==> config.mk <==
export PLATFORM = sky130hd
export DESIGN_NAME = slv_ack_arb
export DESIGN_NICKNAME = d
export VERILOG_FILES = /design/src/rtl/slv_ack_arb.sv
export SDC_FILE = /design/constraint.sdc
export NUM_CORES = 1
export LEC_CHECK = 0
export BUFFER_PORTS_ARGS = -buffer_cell sky130_fd_sc_hd__buf_2
export CORE_MARGIN = 1
export CORE_UTILIZATION = 51
export DETAILED_ROUTE_END_ITERATION = 16
export GPL_ROUTABILITY_DRIVEN = 0
export PLACE_DENSITY = 0.77
export SYNTH_ARGS = -nofsm -noshare
export SYNTH_HDL_FRONTEND = slang
export SYNTH_SLANG_ARGS = --single-unit
==> constraint.sdc <==
create_clock -name clk -period 1.6 [get_ports clk]
set_input_delay 0 -clock clk [delete_from_list [all_inputs] [get_ports clk]]
set_output_delay 0 -clock clk [all_outputs]
set_load 0.005 [all_outputs]
==> src/rtl/slv_ack_arb.sv <==
module slv_ack_arb #(
  parameter int SYNC_STAGES = 2,
  parameter int REL_MAX     = 4,
  parameter int MIN_GAP     = 2
) (
  input  logic clk,
  input  logic rst_n,
  input  logic cs_n,
  input  logic mreq_n,
  input  logic as_in,
  input  logic bus_mode,
  input  logic dma_busy,
  input  logic dma_req,
  output logic ack_n,
  output logic dma_grant,
  output logic conflict
);
  localparam int CW = $clog2(REL_MAX + 1);
  localparam logic [CW-1:0] REL_LAST = CW'(REL_MAX - 1);

  typedef enum logic [1:0] {ST_IDLE, ST_WAIT, ST_MEM, ST_REG} st_t;

  logic [SYNC_STAGES-1:0] cs_sh, mr_sh, as_sh;
  logic cs_s, mr_s, strb_on, reg_req;

  always_ff @(negedge clk or negedge rst_n) begin
    if (!rst_n) begin
      cs_sh <= '0;
      mr_sh <= '0;
      as_sh <= '0;
    end else begin
      cs_sh <= {cs_sh[SYNC_STAGES-2:0], ~cs_n};
      mr_sh <= {mr_sh[SYNC_STAGES-2:0], ~mreq_n};
      as_sh <= {as_sh[SYNC_STAGES-2:0], as_in};
    end
  end

  assign cs_s    = cs_sh[SYNC_STAGES-1];
  assign mr_s    = mr_sh[SYNC_STAGES-1];
  assign strb_on = bus_mode ? ~as_sh[SYNC_STAGES-1] : as_sh[SYNC_STAGES-1];
  assign reg_req = cs_s & strb_on;

  logic [MIN_GAP-1:0] cs_hist, mr_hist;
  logic viol;

  always_ff @(posedge clk or negedge rst_n) begin
    if (!rst_n) begin
      cs_hist  <= '0;
      mr_hist  <= '0;
      conflict <= 1'b0;
    end else begin
      cs_hist  <= {cs_hist[MIN_GAP-2:0], cs_s};
      mr_hist  <= {mr_hist[MIN_GAP-2:0], mr_s};
      conflict <= viol;
    end
  end

  assign viol = (mr_s & ~mr_hist[0] & (cs_s | (|cs_hist))) |
                (cs_s & ~cs_hist[0] & (mr_s | (|mr_hist)));

  st_t st, st_nx;
  logic [CW-1:0] cnt;
  logic release_ok, ack_on, ack_nx, cool;

  assign release_ok = ~dma_busy | (cnt == REL_LAST);

  always_comb begin
    st_nx = st;
    case (st)
      ST_IDLE:
        if (mr_s)         st_nx = dma_busy ? ST_WAIT : ST_MEM;
        else if (reg_req) st_nx = dma_busy ? ST_WAIT : ST_REG;
      ST_WAIT:
        if (!(mr_s | reg_req)) st_nx = ST_IDLE;
        else if (release_ok)   st_nx = mr_s ? ST_MEM : ST_REG;
      ST_MEM:  if (!mr_s)    st_nx = ST_IDLE;
      ST_REG:  if (!reg_req) st_nx = ST_IDLE;
      default: st_nx = ST_IDLE;
    endcase
  end

  assign ack_on = (st == ST_MEM) | (st == ST_REG);
  assign ack_nx = (st_nx == ST_MEM) | (st_nx == ST_REG);

  always_ff @(posedge clk or negedge rst_n) begin
    if (!rst_n) begin
      st   <= ST_IDLE;
      cnt  <= '0;
      cool <= 1'b0;
    end else begin
      st   <= st_nx;
      cnt  <= (st == ST_WAIT && st_nx == ST_WAIT) ? cnt + 1'b1 : '0;
      cool <= ack_on & ~ack_nx;
    end
  end

  assign ack_n     = ~ack_on;
  assign dma_grant = dma_req & (st == ST_IDLE) & ~cool;


  ack_cause_chk: assert property (@(posedge clk) disable iff (!rst_n)
    !ack_n |-> $past(mr_s | reg_req));


  mem_hold_chk: assert property (@(posedge clk) disable iff (!rst_n)
    (st == ST_MEM && mr_s) |=> !ack_n);


  grant_block_chk: assert property (@(posedge clk) disable iff (!rst_n)
    !ack_n |-> !dma_grant);


  grant_cool_chk: assert property (@(posedge clk) disable iff (!rst_n)
    $rose(ack_n) |-> !dma_grant);


  wait_bound_chk: assert property (@(posedge clk) disable iff (!rst_n)
    (st == ST_WAIT) |-> (cnt <= REL_LAST));


  reg_strobe_chk: assert property (@(posedge clk) disable iff (!rst_n)
    (st == ST_IDLE && !mr_s && !strb_on) |=> ack_n);
endmodule

# --- Word-level counts from Yosys, hierarchy flattened ---
# Index checks and enable logic that the tools add are counted.
word_totals:
  output_inout_bits: 3
  input_bits: 8
  reg_bits: 17
  wordCells: 57
classes:
  add_sub_neg: 1
  n_eq_ne: 7
  mux: 12
  n_reduce_logical: 4
  n_bitwise: 24
op_table:
  columns: ["operator", "count"]
  rows:
  - ["two-way mux 2 bit", 8]
  - ["inverter 1 bit", 9]
  - ["AND 1 bit", 8]
  - ["== test 2 bit (second input constant)", 4]
  - ["one-hot mux 2 bit (4 select lines)", 1]
  - ["bitwise OR 1 bit", 7]
  - ["== test 2 x 1 -> 1 bit (second input constant)", 2]
  - ["OR reduction 2 bit", 2]
  - ["adder 3 x 1 -> 3 bit (second input constant)", 1]
  - ["== test 3 x 2 -> 1 bit (second input constant)", 1]
  - ["two-way mux 3 bit", 1]
  - ["logical NOT 2 bit", 1]
  - ["two-way mux 1 bit", 2]
  - ["logical AND 1 bit", 1]

# --- Depth between registers and ports, before layout ---
# Gate-level depths: netlist of the first run.
logic_depth:
  depth_word: 10
  depth_mapped: 5
  mapped_depth_nobuf: 5

==> results by group, run 1 <==
Synthesis
  • Most frequent cell after synthesis: dfrtp_1
  • Ys Warns: 0
  • Post-synth top cells: 11 x dfrtp_1, 6 x dfrtn_1, 6 x inv_1
  • Post-synthesis cell type count: 22
  • Register bit total from synthesis: 17
  • Ys async rst share: 100%
  • Synth Net Count: 63
  • Area share of the largest cell type after synthesis: 41.3%
  • Cells after Synth: 53
  • Area contributors post-synth: dfrtp_1 41%, dfrtn_1 23%, ha_1 3.8%
  • Syn_area_per_cell: 12.6 um^2
  • Top_reg_cell synth: dfrtp_1
  • Synthesized area: approximately 670 um^2
  • Seq/Total Area, Yosys: 63.8%
  • Post-synth EDFFs: 0
  • Yosys top cell by area: dfrtp_1

Clock tree
  • Clk slew on worst S/H paths: 100 ps
  • Worst skew pair latency: between 200 and 300 ps
  • Root Buffer: clkbuf_4
  • H-tree Lvls: 1
  • Clock tree buffer depth: 2
  • CTS buffer count: 3
  • Clk sink count: 17
  • CTS tree: done

Power
  • Sw frac: 25.6%
  • Combinational power share: 11.5%
  • Internal: 601 uW
  • Flop pwr share: 60.2%
  • Clock power share: around 28%
  • P_sw: a little over 200 uW
  • Max VDD drop: 0.797 mV
  • Leak Pwr: 0.000380 uW
  • Cell Pwr Density: 1010 nW/um^2

GRT
  • GRT Total Usage: between 10% and 20%
  • First-pass GRT wire length: 1610 um
  • GRT overflow: 0
  • Initial antenna violation count: 0
  • Vias in the first global route: 400
  • Pin count of the biggest net entering global routing: 18

Route
  • First-pass DRT Iterations: 2
  • Final WL: 992 um
  • Avg WL per Cell: between 10 and 15 um
  • Routed Antenna Nets: 0
  • # DRC: 0
  • Vias per cell: 5.22
  • Initial DRC count: 4
  • Via count: 433

Worst setup path
  • Critical path capture point type: flip-flop
  • Critical path type: flip-flop to flip-flop
  • Worst Path Max Fanout: 4
  • CP Launch Type: flip-flop
  • CP Data Required Time: 1800 ps
  • WP data arrival: 2050 ps

Run status
  • Failing checks: negative setup slack
  • Status: finished with violations

Final layout
  • Register area: 425 um^2
  • Diode count: 0
  • # nets final: 80
  • Synth-to-Final Area Change: 19.5%
  • Share of layout cells above drive strength 1: about a third
  • Fillers: slightly above 90
  • Multi-input gate area: 215 um^2

Floorplan
  • Die extent in x: 38.2 um
  • Core Rows: 12
  • Core Region: 1160 um^2
  • Starting density of the core: 57.7%
  • Die height: 38.2 um
  • Die Area: 1460 um^2
  • I/O pin total: 11

STA
  • RSZ-0062 raised after global routing: true
  • Worst slew margin: between 70 and 80%
  • # setup viols final: 7
  • Setup Total Neg Slack: -1470 ps
  • Min Hold Slack: 41.2 ps
  • Worst-Margin Slew: roughly 360 ps
  • Final WS setup: -251 ps
  • Count of pins over their slew limit: 0
  • Final hold violations: 0
  • Final Skew: 5.00 ps

Hold path
  • Hold WC Path Type: primary input to flip-flop

Place
  • Port bufs: 10
  • Dpl ws: -284 ps
  • Detailed Place HPWL: about 700 um

Job
  • Maxcap violations: 0
-- cells by family (layout without fill, tap and decap cells) --
logic type / count (synthesis) / after routing / share of synthesized area (%)
AO/OA/AOI/OAI: 9 / 9 / 11.1
flip-flops: 17 / 17 / 63.8
AND/OR/NAND/NOR: 16 / 16 / 13.3
buffers and inverters: 8 / 24 / 5.63
adder cells (fa/ha/maj): 2 / 2 / 3.75
XOR/XNOR: 1 / 1 / 2.44
-- metal layers --
layer	vias to the layer above	share of wire (%)	routed length, um	global-route usage, %
li1	208	-	-	-
met1	214	42	421	19.6
met2	11	54	538	29.7
met3	0	3.3	33	5.23
met4	0	0	0	8.04
met5	-	0	0	0
-- layout by cell type (no fill, tap or decap), drive strengths merged --
cell type    instances
o311ai               1
clkbuf               3
nor3b                1
nor2                 5
dfrtn                6
a211oi               1
o2bb2ai              1
clkinvlp             1
a21oi                1
o21a                 1
nand2                4
xor2                 1
o21ai                2
inv                  6
o211ai               1
nand2b               3
buf                 13
nor4b                1
ha                   2
nand4                2
a31oi                1
dfrtp               11
dlygate4sd3          1
-- power by group through the flow --
stage	clock network, uW	registers, uW	logic [uW]
after floorplan	0	478	69.8
after global placement	0	494	80.7
after detailed placement	0	496	82.8
after CTS	241	487	87.5
after global routing	259	491	104
final	228	486	93.3
-- path summary, 6_finish.rpt --
check	startpoint	end	slack [ps]	cells past startpoint
worst max-delay path	as_sh[1]	st[1]	-250	3
min in group asynchronous	rst_n	st[1]	140	2
worst min-delay path	dma_busy	st[0]	40	3
worst min register to register	cs_sh[0]	cs_sh[1]	310	0
worst max register to register	as_sh[1]	st[1]	-250	3
max in group asynchronous	rst_n	as_sh[1]	470	2
-- registers in the layout, indices dropped and copies added (netlist names) --
signal / flops
mr_hist: 2
cs_hist: 2
conflict: 1
cool: 1
as_sh: 2
cs_sh: 2
mr_sh: 2
cnt: 3
st: 2
-- through the flow --
step | total power [uW] | instance area, um^2 | utilization, % | cells
finish | 808 | 797 | 68.9 | 83
global route | 854 | 797 | 68.9 | 83
CTS | 816 | 774 | 67.0 | 82
detailed placement | 579 | 727 | 62.9 | 76
global placement | 574 | 727 | 62.9 | 76
floorplan | 547 | 667 | - | 53
-- layout make-up --
class | count | area share, %
flip-flops and latches | 17 | 53.4
multi-input cells | 28 | 27.0
repair buffers | 14 | 10.8
clock buffers | 3 | 2.83
inverters | 6 | 2.83
well taps | 14 | 2.20
clock inverters | 1 | 0.942
-- repair_timing --
action,CTS,global route
hold buffers,1,0
gates resized for setup,0,3
pin swaps,2,4
endpoints found under the setup margin,7,7
setup buffers,1,1
endpoints found under the hold margin,11,0
-- critical path, stage by stage, from the launching register on --
cell,delay [ps]
dfrtn_1,440
xor2_2,220
nand2_2,100
a211oi_2,210
No activity file was read; power rests on OpenSTA's default activity.
==> run 2: changes to the inputs <==
Settings changed: MAX_ROUTING_LAYER set to met4.
==> results by group, run 2 (synthesis gave the netlist of run 1 again) <==
Place
  • Port bufs: 10
  • Detailed Place HPWL: 696 um
  • Dpl ws: -284 ps

STA
  • Min Hold Slack: between 40 and 50 ps
  • RSZ-0062 raised after global routing: true
  • Final Skew: around 4.8 ps
  • Count of pins over their slew limit: 0
  • Final WS setup: -257 ps
  • # setup viols final: 7
  • Setup Total Neg Slack: -1480 ps
  • Worst slew margin: 76.1%
  • Worst-Margin Slew: 358 ps
  • Final hold violations: 0

GRT
  • Vias in the first global route: 400
  • First-pass GRT wire length: 1610 um
  • GRT overflow: 0
  • Gr busiest metal: met2
  • GRT Total Usage: 17.8%
  • Met2 Resource Use GR: 29.7%
  • Initial antenna violation count: 0
  • Met1 Use GR: approximately 20%
  • GR met3 Demand/Resource: 5.23%
  • Pin count of the biggest net entering global routing: 18

Worst setup path
  • R2r setup slk: -260 ps
  • R2R Path Start: as_sh[1]
  • Reg2reg path depth: 3
  • R2R Path End: st[1]
  • Critical path capture point type: flip-flop
  • CP Data Required Time: 1800 ps
  • CP Launch Type: flip-flop
  • Critical path type: flip-flop to flip-flop
  • WP data arrival: 2060 ps
  • Worst Path Max Fanout: 4

Run status
  • Status: finished with violations
  • Failing checks: negative setup slack

Clock tree
  • Clk slew on worst S/H paths: 100 ps
  • CTS buffer count: 3
  • Root Buffer: clkbuf_4
  • Clk sink count: 17
  • Clock tree buffer depth: 2
  • H-tree Lvls: 1
  • Worst skew pair latency: 280 ps
  • CTS tree: done

Floorplan
  • Die extent in x: 38.2 um
  • Core Rows: 12
  • Die Area: 1460 um^2
  • Die height: 38.2 um
  • Core Region: roughly 1200 um^2
  • Starting density of the core: 57.7%
  • I/O pin total: 11

Power
  • P_sw: 207 uW
  • Leak Pwr: ~0.00038 uW
  • Combinational power share: 11.5%
  • Tot Pwr: 808 uW
  • Flop pwr share: 60.2%
  • Max VDD drop: 0.797 mV
  • Sw frac: 25.6%
  • Clock power share: 28.3%
  • Internal: between 600 and 700 uW
  • Cell Pwr Density: 1010 nW/um^2

Hold path
  • Hold_sp: dma_busy
  • Hold WC Path Type: primary input to flip-flop
  • Worst Hold End: st[0]
  • Hold-critical path depth: 3

Final layout
  • Most common cell after layout, fill and taps aside: dfrtp_1
  • Synth-to-Final Area Change: 19.5%
  • Max reg flops: 3
  • Share of layout cells above drive strength 1: a little over a third
  • Diode count: 0
  • Largest Register: cnt
  • # nets final: 80
  • Final Core Density: 68.9%
  • Most frequent cells in the layout: 11 x dfrtp_1, 10 x buf_2, 6 x inv_1, 6 x dfrtn_1, 5 x nor2_1

Route
  • # DRC: 0
  • Initial DRC count: 3
  • Final WL: ~1000 um
  • Via count: 432
  • Avg WL per Cell: 11.9 um
  • Vias per cell: 5.20
  • First-pass DRT Iterations: 2
  • Routed Antenna Nets: 0

Job
  • Maxcap violations: 0
[run 2: power by group through the flow]
stage	Combinational [uW]	Sequential [uW]	Clock (uW)
2_1_floorplan	69.8	478	0
3_3_place_gp	80.7	494	0
3_5_place_dp	82.8	496	0
4_1_cts	87.5	487	241
5_1_grt	104	491	259
6_report	93.3	487	228
[run 2: through the flow]
step | std cells | instance area [um^2]
after detailed placement | 76 | 727
after global placement | 76 | 727
final | 83 | 797
after CTS | 82 | 774
after global routing | 83 | 797
after floorplan | 53 | 667
[run 2: how the worst max path moves through the flow]
| stage | endpoint | startpoint | cells past startpoint |
|---|---|---|---|
| finish | st[1] | as_sh[1] | 3 |
| detailed placement | st[1] | as_sh[1] | 3 |
| floorplan | st[0] | as_sh[1] | 3 |
| global route | st[0] | as_sh[1] | 3 |
| CTS | st[1] | as_sh[1] | 3 |
| global placement | st[0] | as_sh[1] | 3 |
[run 2: cell type report]
class / count / area, um^2
clock buffers: 3 / 22.5
clock inverters: 1 / 7.51
fillers: 92 / 359
inverters: 6 / 22.5
multi-input cells: 28 / 215
flip-flops and latches: 17 / 425
well taps: 14 / 17.5
repair buffers: 14 / 86.3
[run 2: repair_timing]
action                                  4_1_cts  5_1_grt
pin swaps                                     2        4
gates resized for setup                       0        3
hold buffers                                  1        0
buffers inserted                              1        1
endpoints found under the hold margin        11        0
endpoints found under the setup margin        7        7
[run 2: per-layer routing]
layer  wire, um  share of wire, %  up-vias
met4          0                 0        0
met2        531                54       11
met3         33               3.3        0
met5          0                 0        -
met1        423                43      213
li1           -                 -      208
[run 2: worst max-delay path: stages (launching register included)]
cell      delay (ps)
dfrtn_1          440
xor2_2           220
nand2_2          100
a211oi_2         220
==> run 3: changes to the inputs <==
Settings changed: SLEW_MARGIN set to 15.
Clock period 1.6 ns to 1.8 ns, I/O delays scaled along.
==> results by group, run 3 (synthesis gave the netlist of run 1 again) <==
Power
  • P_sw: 181 uW
  • Combinational power share: a little under an eighth
  • Leak Pwr: 0.000382 uW
  • Flop pwr share: roughly 60%
  • Max VDD drop: about 0.54 mV
  • Cell Pwr Density: approximately 900 nW/um^2
  • Tot Pwr: between 700 and 800 uW
  • Internal: 533 uW
  • Clock power share: 27.9%
  • Sw frac: between 20% and 30%

Floorplan
  • Core Region: 1160 um^2
  • Starting density of the core: 57.7%
  • Core Rows: 12
  • Die extent in x: between 30 and 40 um
  • Die Area: 1460 um^2
  • Die height: between 30 and 40 um
  • I/O pin total: 11

Final layout
  • Share of layout cells above drive strength 1: approximately 33%
  • Diode count: 0
  • Max reg flops: 3
  • Most frequent cells in the layout: 11 x dfrtp_1, 10 x buf_2, 6 x inv_1, 6 x dfrtn_1, 5 x nor2_1
  • Synth-to-Final Area Change: 18.6%
  • Final Core Density: 68.4%
  • Most common cell after layout, fill and taps aside: dfrtp_1
  • Largest Register: cnt
  • # nets final: 81

Route
  • Via count: 418
  • Avg WL per Cell: 11.7 um
  • First-pass DRT Iterations: 3
  • Final WL: 982 um
  • Vias per cell: 4.98
  • Routed Antenna Nets: 0
  • # DRC: 0
  • Initial DRC count: 4

STA
  • Worst slew margin: 76.4%
  • RSZ-0062 raised after global routing: true
  • # setup viols final: 7
  • Final WS setup: -171 ps
  • Final Skew: 1.48 ps
  • Count of pins over their slew limit: 0
  • Final hold violations: 0
  • Worst-Margin Slew: about 350 ps

GRT
  • Initial antenna violation count: 0
  • GRT Total Usage: 19.0%
  • First-pass GRT wire length: 1730 um
  • Pin count of the biggest net entering global routing: 18
  • GRT overflow: 0
  • Vias in the first global route: 415

Worst setup path
  • CP max-delay cell: dfrtn_1
  • R2R Path Start: as_sh[1]
  • CP startpoint: as_sh[1]
  • Worst Path Max Fanout: 4
  • Largest stage delay on the critical path: 440 ps
  • WP data arrival: 2170 ps
  • CP Data Required Time: 1990 ps
  • Reg2reg path depth: 3
  • CP Launch Type: flip-flop
  • Critical Path End: st[0]
  • Crit-path cells: xor2_2, nand2_2, o311ai_2
  • R2R Path End: st[0]
  • Critical path type: flip-flop to flip-flop
  • Critical path capture point type: flip-flop
  • R2r setup slk: -170 ps

Clock tree
  • CTS tree: done
  • H-tree Lvls: 1
  • Root Buffer: clkbuf_4
  • Worst skew pair latency: 290 ps
  • Clk slew on worst S/H paths: about 90 ps
  • Clock tree buffer depth: 2
  • CTS buffer count: 3
  • Clk sink count: 17

Hold path
  • Hold_sp: dma_busy
  • Hold WC Path Type: primary input to flip-flop

Run status
  • Failing checks: negative setup slack
  • Status: finished with violations

Place
  • Detailed Place HPWL: roughly 700 um
  • Port bufs: 10
  • Dpl ws: -171 ps

Job
  • Maxcap violations: 0
run 3: cell count changes in the layout (fill, tap and decap cells not counted), sizes merged:
cell	change
clkinvlp	-1
clkinv	+1
buf	+1
run 3: layout make-up:
cell class                      instances  area, um^2
Clock buffer                            3        22.5
Fill cell                              90         365
Clock inverter                          1        5.00
Inverter                                6        22.5
Sequential cell                        17         425
Multi-Input combinational cell         28         204
Tap cell                               14        17.5
Timing Repair Buffer                   15        93.8
run 3: layer usage:
layer	track usage, %	up-vias	wire, um	part of all wire, %
li1	-	209	-	-
met1	22.8	195	421	43
met2	28.8	12	494	50
met3	5.23	2	39	4.0
met4	10.7	0	26	2.6
met5	-	-	0	0
run 3: power by group through the flow:
stage	registers, uW	logic, uW	clock network [uW]
finish	432	83.5	199
global route	436	93.9	225
CTS	431	84.3	211
detailed placement	439	73.3	0
global placement	438	71.1	0
floorplan	425	61.2	0
run 3: critical path: cells and delay by family, from the launching register on:
family	cells	cell delay [ps]
AO/OA/AOI/OAI	1	220
XOR/XNOR	1	220
flip-flops	1	440
AND/OR/NAND/NOR	1	100
run 3: what timing repair did:
item                       in CTS  in global routing
pin swaps                       5                  2
cloned                          0                  0
setup buffers                   3                  0
resized for setup               4                  0
setup endpoints to repair       7                  7
hold buffers                    1                  0
hold endpoints to repair       11                  0
run 3: worst min path at each step:
| stage | end | slack, ps | depth (start not counted) |
|---|---|---|---|
| after detailed placement | cs_hist[1] | -70 | 1 |
| after floorplan | cnt[0] | -300 | 0 |
| after global routing | st[0] | 40 | 3 |
| after CTS | st[0] | 40 | 3 |
| after global placement | conflict | -70 | 1 |
| final | st[0] | 40 | 3 |
run 3: per-stage QoR:
stage          std cells  area, um^2  hold slack [ps]  setup TNS [ps]
2_1_floorplan         53         667             -296            -328
3_3_place_gp          76         727            -72.9            -719
3_5_place_dp          76         727            -66.7            -889
4_1_cts               84         791             36.1            -728
5_1_grt               84         791             37.4           -1270
6_report              84         791             43.0            -819
